`config.mk`:
```
export PLATFORM = sky130hd
export DESIGN_NAME = cfgwin_bridge
export DESIGN_NICKNAME = d
export VERILOG_FILES = /design/src/rtl/cfgwin_pkg.sv /design/src/rtl/cfgwin_decode.sv /design/src/rtl/cfgwin_lanes.sv /design/src/rtl/cfgwin_header.sv /design/src/rtl/cfgwin_bridge.sv
export SDC_FILE = /design/constraint.sdc
export NUM_CORES = 1
export LEC_CHECK = 0
export CORE_ASPECT_RATIO = 1.1
export CORE_MARGIN = 2
export CORE_UTILIZATION = 64
export DETAILED_ROUTE_END_ITERATION = 16
export DONT_BUFFER_PORTS = 1
export GPL_TIMING_DRIVEN = 0
export PLACE_DENSITY_LB_ADDON = 0.08
export REMOVE_ABC_BUFFERS = 1
export SYNTH_ARGS = -nofsm -noshare
export SYNTH_HDL_FRONTEND = slang
export SYNTH_SLANG_ARGS = --single-unit
export TNS_END_PERCENT = 5
```
`constraint.sdc`:
```
create_clock -name clk -period 2.9 [get_ports clk]
set_input_delay 0.435 -clock clk [delete_from_list [all_inputs] [get_ports clk]]
set_output_delay 0.435 -clock clk [all_outputs]
set_load 0.05 [all_outputs]
```
`src/rtl/cfgwin_pkg.sv`:
```
package cfgwin_pkg;

   typedef enum logic [1:0] {
      SZ_BYTE = 2'd0,
      SZ_HALF = 2'd1,
      SZ_WORD = 2'd2,
      SZ_BAD  = 2'd3
   } acc_size_e;

   typedef enum logic [1:0] {
      ST_IDLE = 2'd0,
      ST_CFG  = 2'd1,
      ST_RESP = 2'd2
   } bridge_st_e;

   // all-ones pattern of the access width
   function automatic logic [31:0] size_ones(acc_size_e s);
      case (s)
         SZ_BYTE: size_ones = 32'h0000_00FF;
         SZ_HALF: size_ones = 32'h0000_FFFF;
         default: size_ones = 32'hFFFF_FFFF;
      endcase
   endfunction

endpackage

```
`src/rtl/cfgwin_decode.sv`:
```
module cfgwin_decode #(
   parameter int                ADDR_W   = 32,
   parameter logic [ADDR_W-1:0] WIN_BASE = 32'h8080_0000,
   parameter int                WIN_BITS = 22,
   parameter int                OFS_BITS = 11,
   parameter int                NSEL     = 11,
   localparam int               IDX_W    = $clog2(NSEL + 1)
) (
   input  logic [ADDR_W-1:0]   addr,
   output logic                hit,
   output logic [IDX_W-1:0]    idx,
   output logic [OFS_BITS-1:0] ofs
);
   localparam int TOP_W = ADDR_W - WIN_BITS;

   logic [NSEL-1:0]  sel;
   logic [TOP_W-1:0] win_tag;

   assign win_tag = WIN_BASE[ADDR_W-1:WIN_BITS];
   assign hit     = (addr[ADDR_W-1:WIN_BITS] == win_tag);
   assign sel     = addr[OFS_BITS +: NSEL];
   assign ofs     = addr[OFS_BITS-1:0];

   // lowest set select bit wins; none set gives NSEL
   always_comb begin
      idx = IDX_W'(NSEL);
      for (int i = NSEL - 1; i >= 0; i--) begin
         if (sel[i]) idx = IDX_W'(i);
      end
   end

   generate
      if (OFS_BITS + NSEL > WIN_BITS) begin : g_bad_fields
         $error("cfgwin_decode: select field does not fit in window");
      end
   endgenerate

endmodule

```
`src/rtl/cfgwin_lanes.sv`:
```
module cfgwin_lanes
   import cfgwin_pkg::*;
#(
   parameter bit BIG_ENDIAN = 1'b1
) (
   input  logic [31:0] din,
   input  acc_size_e   size,
   output logic [31:0] dout
);
   generate
      if (BIG_ENDIAN) begin : g_swap
         always_comb begin
            case (size)
               SZ_BYTE: dout = {24'h0, din[7:0]};
               SZ_HALF: dout = {16'h0, din[7:0], din[15:8]};
               default: dout = {din[7:0], din[15:8], din[23:16], din[31:24]};
            endcase
         end
      end else begin : g_pass
         always_comb begin
            case (size)
               SZ_BYTE: dout = {24'h0, din[7:0]};
               SZ_HALF: dout = {16'h0, din[15:0]};
               default: dout = din;
            endcase
         end
      end
   endgenerate

endmodule

```
`src/rtl/cfgwin_header.sv`:
```
module cfgwin_header #(
   parameter int          OFS_BITS  = 11,
   parameter logic [15:0] VENDOR    = 16'h1F2E,
   parameter logic [15:0] DEVICE    = 16'h4801,
   parameter logic [7:0]  REVISION  = 8'h00,
   parameter logic [23:0] CLASS     = 24'h06_00_00,
   parameter logic [7:0]  LINE_SIZE = 8'h08,
   parameter logic [7:0]  LAT_TIMER = 8'h10,
   parameter logic [7:0]  CAP_PTR   = 8'h00
) (
   input  logic [OFS_BITS-1:0] ofs,
   output logic [31:0]         raw
);
   logic [31:0] dword;

   always_comb begin
      dword = '0;
      if (ofs[OFS_BITS-1:8] == '0) begin
         case (ofs[7:2])
            6'h00:   dword = {DEVICE, VENDOR};
            6'h02:   dword = {CLASS, REVISION};
            6'h03:   dword = {8'h00, 8'h00, LAT_TIMER, LINE_SIZE};
            6'h0D:   dword = {24'h0, CAP_PTR};
            default: dword = '0;
         endcase
      end
   end

   assign raw = dword >> {ofs[1:0], 3'b000};

   generate
      if (OFS_BITS < 9) begin : g_bad_ofs
         $error("cfgwin_header: offset field too narrow for header");
      end
   endgenerate

endmodule

```
`src/rtl/cfgwin_bridge.sv`:
```
module cfgwin_bridge
   import cfgwin_pkg::*;
#(
   parameter int                ADDR_W     = 32,
   parameter logic [ADDR_W-1:0] WIN_BASE   = 32'h8080_0000,
   parameter int                WIN_BITS   = 22,
   parameter int                OFS_BITS   = 11,
   parameter int                NSEL       = 11,
   parameter int                SELF_IDX   = NSEL,
   parameter bit                BIG_ENDIAN = 1'b1,
   parameter logic [15:0]       VENDOR     = 16'h1F2E,
   parameter logic [15:0]       DEVICE     = 16'h4801,
   localparam int               IDX_W      = $clog2(NSEL + 1),
   localparam int               CFG_AW     = OFS_BITS + IDX_W
) (
   input  logic              clk,
   input  logic              rst,
   input  logic              cpu_valid,
   output logic              cpu_ready,
   input  logic              cpu_write,
   input  logic [ADDR_W-1:0] cpu_addr,
   input  logic [1:0]        cpu_size,
   input  logic [31:0]       cpu_wdata,
   output logic              cpu_rvalid,
   input  logic              cpu_rready,
   output logic [31:0]       cpu_rdata,
   output logic              cfg_valid,
   input  logic              cfg_ready,
   output logic              cfg_write,
   output logic [CFG_AW-1:0] cfg_addr,
   output logic [1:0]        cfg_size,
   output logic [31:0]       cfg_wdata,
   input  logic [31:0]       cfg_rdata,
   input  logic              cfg_nodev
);
   bridge_st_e         state_q;
   logic               dec_hit;
   logic [IDX_W-1:0]   dec_idx;
   logic [OFS_BITS-1:0] dec_ofs;
   acc_size_e          req_size;
   logic               accept;
   logic               to_self;
   logic [31:0]        wr_lanes;
   logic [31:0]        hdr_raw;
   logic [31:0]        hdr_lanes;
   logic [31:0]        rd_lanes;

   logic               cfg_write_q;
   logic [CFG_AW-1:0]  cfg_addr_q;
   acc_size_e          cfg_size_q;
   logic [31:0]        cfg_wdata_q;
   logic [31:0]        rdata_q;

   assign req_size = acc_size_e'(cpu_size);

   cfgwin_decode #(
      .ADDR_W   (ADDR_W),
      .WIN_BASE (WIN_BASE),
      .WIN_BITS (WIN_BITS),
      .OFS_BITS (OFS_BITS),
      .NSEL     (NSEL)
   ) u_decode (
      .addr (cpu_addr),
      .hit  (dec_hit),
      .idx  (dec_idx),
      .ofs  (dec_ofs)
   );

   cfgwin_lanes #(.BIG_ENDIAN(BIG_ENDIAN)) u_wr_lanes (
      .din  (cpu_wdata),
      .size (req_size),
      .dout (wr_lanes)
   );

   cfgwin_header #(
      .OFS_BITS (OFS_BITS),
      .VENDOR   (VENDOR),
      .DEVICE   (DEVICE)
   ) u_header (
      .ofs (dec_ofs),
      .raw (hdr_raw)
   );

   cfgwin_lanes #(.BIG_ENDIAN(BIG_ENDIAN)) u_hdr_lanes (
      .din  (hdr_raw),
      .size (req_size),
      .dout (hdr_lanes)
   );

   cfgwin_lanes #(.BIG_ENDIAN(BIG_ENDIAN)) u_rd_lanes (
      .din  (cfg_rdata),
      .size (cfg_size_q),
      .dout (rd_lanes)
   );

   assign to_self   = (dec_idx == IDX_W'(SELF_IDX));
   assign cpu_ready = (state_q == ST_IDLE) && dec_hit && (req_size != SZ_BAD);
   assign accept    = cpu_valid && cpu_ready;

   always_ff @(posedge clk) begin
      if (rst) begin
         state_q     <= ST_IDLE;
         cfg_write_q <= 1'b0;
         cfg_addr_q  <= '0;
         cfg_size_q  <= SZ_BYTE;
         cfg_wdata_q <= '0;
         rdata_q     <= '0;
      end else begin
         case (state_q)
            ST_IDLE: begin
               if (accept) begin
                  if (to_self) begin
                     if (!cpu_write) begin
                        rdata_q <= hdr_lanes;
                        state_q <= ST_RESP;
                     end
                  end else begin
                     cfg_write_q <= cpu_write;
                     cfg_addr_q  <= {dec_idx, dec_ofs};
                     cfg_size_q  <= req_size;
                     cfg_wdata_q <= cpu_write ? wr_lanes : '0;
                     state_q     <= ST_CFG;
                  end
               end
            end
            ST_CFG: begin
               if (cfg_ready) begin
                  if (cfg_write_q) begin
                     state_q <= ST_IDLE;
                  end else begin
                     rdata_q <= cfg_nodev ? size_ones(cfg_size_q) : rd_lanes;
                     state_q <= ST_RESP;
                  end
               end
            end
            ST_RESP: begin
               if (cpu_rready) state_q <= ST_IDLE;
            end
            default: state_q <= ST_IDLE;
         endcase
      end
   end

   assign cfg_valid  = (state_q == ST_CFG);
   assign cfg_write  = cfg_write_q;
   assign cfg_addr   = cfg_addr_q;
   assign cfg_size   = cfg_size_q;
   assign cfg_wdata  = cfg_wdata_q;
   assign cpu_rvalid = (state_q == ST_RESP);
   assign cpu_rdata  = rdata_q;

   generate
      if (WIN_BITS >= ADDR_W || SELF_IDX > NSEL || WIN_BASE[WIN_BITS-1:0] != '0) begin : g_bad_top
         $error("cfgwin_bridge: window or self index parameters out of range");
      end
   endgenerate

   // only in-window addresses are ever claimed
   a_r1_claim_in_window: assert property (@(posedge clk) disable iff (rst)
      cpu_ready |-> (cpu_addr[ADDR_W-1:WIN_BITS] == WIN_BASE[ADDR_W-1:WIN_BITS]));

   // the chosen select bit is set in the address
   a_r2_index_bit_set: assert property (@(posedge clk) disable iff (rst)
      (accept && dec_idx < IDX_W'(NSEL)) |-> cpu_addr[OFS_BITS + 32'(dec_idx)]);

   // size code 3 is never claimed
   a_r4_no_bad_size: assert property (@(posedge clk) disable iff (rst)
      cpu_ready |-> (cpu_size != 2'd3));

   // an accepted read keeps the port busy
   a_r9_read_blocks: assert property (@(posedge clk) disable iff (rst)
      (cpu_valid && cpu_ready && !cpu_write) |=> ((cfg_valid || cpu_rvalid) && !cpu_ready));

   // pending configuration request is held
   a_r10_cfg_hold: assert property (@(posedge clk) disable iff (rst)
      (cfg_valid && !cfg_ready) |=> (cfg_valid && $stable(cfg_addr) && $stable(cfg_wdata)
                                     && $stable(cfg_size) && $stable(cfg_write)));

   // response held until taken
   a_r11_resp_hold: assert property (@(posedge clk) disable iff (rst)
      (cpu_rvalid && !cpu_rready) |=> (cpu_rvalid && $stable(cpu_rdata)));

   // missing device reads as sized all ones
   a_r7_nodev_ones: assert property (@(posedge clk) disable iff (rst)
      (cfg_valid && cfg_ready && !cfg_write && cfg_nodev)
         |=> (cpu_rvalid && cpu_rdata == size_ones(acc_size_e'($past(cfg_size)))));

   // never a configuration request and a response at once
   a_r9_single_phase: assert property (@(posedge clk) disable iff (rst)
      $onehot0({cfg_valid, cpu_rvalid}));

endmodule

```
# After elaboration in Yosys (flattened, before gate mapping)
# Index checks and enable logic that the tools add are counted.
# totals
elab_cells	68
in_bits	105
regBits	84
output_inout_bits	85
# classes
n_reduce_logical	12
n_shift	1
eq_ne	16
mux	32
n_bitwise	1
# ops
op	n
$pmux W32 S2	5
$mux W32	8
$pmux W31 S3	1
$mux W4	8
$shr A32 B5 Y32	1
$mux W2	8
$eq A6 B2 Y1 const B	2
$eq A10 B10 Y1 const B	1
$ne A2 B2 Y1 const B	5
$eq A2 B1 Y1 const B	3
$logic_not A2 Y1	3
$logic_not A6 Y1	1
$pmux W2 S3	1
$reduce_and A6 Y1	1
$eq A4 B4 Y1 const B	1
$ne A2 B1 Y1 const B	2
$reduce_and A4 Y1	1
$logic_and A1 B1 Y1	3
$logic_not A3 Y1	1
$ne A3 B3 Y1 const B	1
$reduce_and A3 Y1	1
$eq A2 B2 Y1 const B	1
$reduce_bool A2 Y1	1
$mux W1	1
$not A1 Y1	1

# Depth between registers and ports, before layout
# depth
ltp_word	15
mapped_depth	10
mapped_depth_nobuf	7

# Hierarchy
# Synthesis repeated with hierarchy kept, for this count alone.
# hier_totals
cells_unflattened	705
hier_area_um2	5556.6
# by_module_without_submodules
mod	cells_each	area_each_um2	n_inst	seq_area_each_um2
cfgwin_bridge	455	3784.9	1	1681.6
cfgwin_lanes	55	375.4	3	0.0
cfgwin_header	54	427.9	1	0.0
cfgwin_decode	31	217.7	1	0.0

# Worst setup path after synthesis
# Ideal clock, no wire load.
# synth_timing
kind	input to register
start	input cpu_addr[7]
end	register rdata_q[22], in the netlist cpu_rdata[22]
path_stages	5
setup_ns	0.088
t_arrival_ns	2.309
t_required_ns	2.812
slack_ns	0.503
n_path_buf	0
cell_sequence	or4_4 > or3_4 > or3_4 > or3_1 > a311oi_2
# synth_via
elab_chain_cells	9
word_cells_on_any_way	11
classes_between	2 x eq/ne; 1 x shift; 7 x mux; 1 x reduce/logical
# synth_rtl
item	line	rtl
start: declaration	cfgwin_bridge.sv:21	input logic [ADDR_W-1:0] cpu_addr,
$eq A6 B2 Y1 / $logic_not A6 Y1 (equally long branches)	cfgwin_header.sv:19	case (ofs[7:2])
$pmux W31 S3 (*)	cfgwin_header.sv:19	
$mux W32 (*)	cfgwin_header.sv:18	if (ofs[OFS_BITS-1:8] == '0) begin
$shr A32 B5 Y32 (*)	cfgwin_header.sv:29	assign raw = dword >> {ofs[1:0], 3'b000};
$pmux W32 S2 (*)	cfgwin_lanes.sv:13	case (size)
$mux W32 (*)	cfgwin_bridge.sv:113	if (!cpu_write) begin
$mux W32 (*)	cfgwin_bridge.sv:112	if (to_self) begin
$mux W32 (*)	cfgwin_bridge.sv:111	if (accept) begin
$pmux W32 S2 (*)	cfgwin_bridge.sv:109	case (state_q)
end signal: assignment	cfgwin_bridge.sv:114	rdata_q <= hdr_lanes;
end signal: assignment	cfgwin_bridge.sv:131	rdata_q <= cfg_nodev ? size_ones(cfg_size_q) : rd_lanes;
end: declaration	cfgwin_bridge.sv:52	logic [31:0] rdata_q;
# Mark *: on every way between the ends. The rest lies on a longest branch, timed or not. The select of a mux whose other input is x is not followed.
# A chain may end at the register's enable or synchronous reset.

# Worst setup path after layout
# layout_timing
start	register state_q[1]
end	register rdata_q[26], in the netlist cpu_rdata[26]
# layout_via
word_cells_on_any_way	13
classes_between	6 x eq/ne; 1 x mux; 6 x reduce/logical
# layout_rtl
item	line	rtl
start: declaration	cfgwin_bridge.sv:36	bridge_st_e state_q;
start signal: assignment	cfgwin_bridge.sv:102	state_q <= ST_IDLE;
start signal: assignment	cfgwin_bridge.sv:115	state_q <= ST_RESP;
start signal: assignment	cfgwin_bridge.sv:122	state_q <= ST_CFG;
$eq A2 B1 Y1 (*)	-	
via cfg_valid	cfgwin_bridge.sv:27	output logic cfg_valid,
$ne A2 B2 Y1 (no source line), or another cell as far along	-	
$reduce_and A6 Y1 (no source line)	-	
# The timed path passes the listed nets; every way through them passes the cells marked *.

==> flow_summary_export.csv <==
group,metric,value,unit
synthesis,synth_warnings,0,
timing,period_needed,2.68,ns
place,port_buffers,0,
cells_and_area,layout_common_cells,"dfxtp_1 (84), o21ai_0 (78), a21oi_1 (56)",
clock_network,cts_buffers,9,
worst_setup_path,ff2ff_setup_slack,0.22,ns
clock_network,post_cts_buffers,0,
worst_setup_path,cp.required,3.17,ns
route,detail_route.first_pass.iterations,6,
synthesis,postSynthAreaPerCell,7.84,um2
pwr,power.leakage,1.44,nW
synthesis,yosys_register_bits,84,
synthesis,synthArstFlopShare,0,
timing,slew-limit-headroom,0.0989,
floorplan,dieArea,7780,um2
worst_setup_path,startpoint,"state_q[1]$_SDFFE_PP0P_",
timing,tns,0,ns
clock_network,ctsRootBufferMaster,"clkbuf_8",
clock_network,cts-resized-gates,4,
floorplan,io_pins,190,
timing,drv_slew,0,
worst_setup_path,critPathCaptureType,"register",
hold_path,worstHoldPathType,"in2reg",
cells_and_area,stdcell_count,626,
worst_setup_path,path_cells,"nand2b_2 > clkinvlp_4 > a22oi_2 > nor2_2 > a311oi_1",
place,dp.cells,609,
timing,setup_ws,0.219,ns
cells_and_area,drive_above_1_share,0.0702,
clock_network,hold_buffers,0,
floorplan,fp.dieH,92.3,um
global_routing,grt-ovfl-total,0,
run,maxCapViolations,0,
worst_setup_path,worstReg2RegEnd,"cpu_rdata[26]$_SDFFE_PP0P_",
floorplan,die_w,84.3,um
synthesis,synth_cell_types,55,
synthesis,synth_flop_cell,"dfxtp_1",
status,status,"finished clean",
route,drt.antenna.violating_nets,0,
timing,setup_violations,0,
timing,hold_viol,0,
worst_setup_path,critical_path.startpoint_type,"register",
worst_setup_path,cp-endpoint,"cpu_rdata[26]$_SDFFE_PP0P_",
route,vias_per_cell,6.85,
pwr,peakVddDrop,0.000290,V
route,dr_total_vias,4288,
pwr,p_total,2.15,mW
route,dr.first_iter.drc_count,433,
route,totalWireLength,12400,um
clock_network,htreeDepth,3,
timing,finalCritPeriodShare,0.924,
route,post-route-drc-count,0,
clock_network,clk_path_buf_depth,2,
global_routing,grt_util_all_layers,0.316,
worst_setup_path,reg2reg_depth,5,
timing,skew,0.0133,ns
synthesis,synth_area,4530,um2
worst_setup_path,crit_cells,5,
floorplan,rows,32,
clock_network,insertion_delay,0.36,ns
pwr,pwr_density_cell,455,nW/um2
place,pre_cts_ws,-0.963,ns
worst_setup_path,cpLargestDelayFamily,"compound AO/OA/AOI/OAI gates",
timing,worst_pin_slew,1.35,ns
global_routing,antenna_found_initial,0,
clock_network,clk_pin_slew,0.09,ns
worst_setup_path,crit_fanout,22,
clock_network,clkSinkCount,84,
worst_setup_path,critPathKind,"reg2reg",
place,placed_cell_area,4490,um2
cells_and_area,final_common_cell,"dfxtp_1",
floorplan,coreArea,6930,um2
worst_setup_path,worstPathArrival,2.95,ns
worst_setup_path,crit_buf_inv,1,
synthesis,synthCells,578,
worst_setup_path,r2r-start,"state_q[1]$_SDFFE_PP0P_",
global_routing,grt_max_degree,91,
place,place_congestion,0.973,
timing,rsz0062_at_grt,"false",
worst_setup_path,crit_path_top_delay_cell,"a22oi_2",
cells_and_area,nets,642,
worst_setup_path,slowest_delay,0.63,ns
global_routing,first_global_vias,4089,
place,hpwl,8380,um
route,wire_per_inst,19.8,um
cells_and_area,num_antenna_cells,0,
cells_and_area,area_growth,4.00,%
synthesis,synth_edf_count,0,
global_routing,grt_pass1_wl,20000,um
synthesis,ys_seq_area_frac,0.371,
timing,fmaxAchievable,0.373,GHz
floorplan,start_util,0.655,
cells_and_area,final_area,4720,um2
clock_network,cts_tree,"yes",
==> Yosys cell counts (all sizes together), types with 2 or more instances <==
cell type,count,area share
nor4,4,0.0055
a211oi,14,0.023
o2111ai,3,0.0058
nand2,18,0.015
dfxtp,84,0.37
a21o,3,0.0050
nor2,54,0.045
and2,2,0.0028
clkbuf,44,0.036
a21oi,57,0.063
dlygate4sd1,2,0.0039
o22ai,7,0.0097
a41oi,2,0.0039
nor2b,7,0.0097
buf,11,0.014
nand2b,25,0.034
or3,6,0.010
xor2,2,0.0039
and4,2,0.0039
mux2,7,0.017
a311oi,9,0.019
inv,8,0.0066
a31oi,5,0.0069
or4,3,0.0058
mux2i,31,0.068
o211ai,3,0.0050
nand3,46,0.051
o21ai,79,0.087
nor3,8,0.0088
a22o,8,0.015
a221oi,2,0.0039
nand4,4,0.0055
nand3b,2,0.0033
==> routing by layer <==
metal | global-route usage | share of wire | vias up
met5 | 0 | 0 | -
met1 | 0.398 | 0.39 | 1984
li1 | - | - | 2021
met3 | 0.101 | 0.12 | 27
met2 | 0.501 | 0.47 | 256
met4 | 0.124 | 0.021 | 0
==> report_power, final <==
group / total, mW / switching (mW) / internal [mW] / leakage [nW]
logic: 0.0927 / 0.0445 / 0.0481 / 0.662
clock network: 0.902 / 0.424 / 0.478 / 0.102
registers: 1.15 / 0.000498 / 1.15 / 0.676
total: 2.15 / 0.469 / 1.68 / 1.44
==> stage by stage <==
| step | util | hold WS [ns] |
|---|---|---|
| final | 0.681 | 0.146 |
| after global routing | 0.681 | 0.126 |
| after CTS | 0.681 | 0.130 |
| after detailed placement | 0.648 | 0.516 |
| after global placement | 0.635 | 0.512 |
| after floorplan | - | 0.503 |
==> worst min-delay path by stage <==
stage	cells after the start	to	startpoint	slack, ns
final	1	cfg_addr[3]$_SDFFE_PP0P_	rst	0.15
after CTS	1	cfg_wdata[10]$_SDFFE_PP0P_	rst	0.13
after global placement	1	cfg_wdata[1]$_SDFFE_PP0P_	rst	0.51
after detailed placement	1	cfg_wdata[15]$_SDFFE_PP0P_	rst	0.52
after global routing	1	cfg_addr[8]$_SDFFE_PP0P_	rst	0.13
after floorplan	1	cpu_rdata[22]$_SDFFE_PP0P_	rst	0.50
==> worst reg2reg max path: cells and delay by family (launching register included) <==
kind / cells / cell delay (ns)
DFF: 1 / 0.34
buffers and inverters: 1 / 0.55
AOI/OAI and AO/OA: 2 / 0.95
and+or+nand+nor: 2 / 0.78
==> kinds of logic (layout without fill, tap and decap cells) <==
group / count (synthesis) / in the layout / share of synthesized area
mux: 38 / 38 / 0.0858
xor+xnor: 3 / 3 / 0.00580
simple gates: 188 / 188 / 0.214
buf+inv: 65 / 28 / 0.0604
flops: 84 / 84 / 0.371
compound gates: 200 / 200 / 0.263
==> final cells by class <==
| cell class | instances | area (um2) |
|---|---|---|
| tap | 85 | 106 |
| fill | 607 | 2210 |
| sequential | 84 | 1680 |
| timing repair inverter | 2 | 10.0 |
| multi-input combinational | 429 | 2600 |
| inverter | 8 | 33.8 |
| clock buffer | 10 | 128 |
| timing repair buffer | 3 | 75.1 |
| clock inverter | 5 | 77.6 |
==> sequential cells by signal, indices dropped and copies added, names as in the netlist <==
| register | flops |
|---|---|
| cfg_addr | 15 |
| cfg_size | 2 |
| cfg_wdata | 32 |
| cfg_write | 1 |
| cpu_rdata | 32 |
| state_q | 2 |
Power figures use the tool's default switching activity.
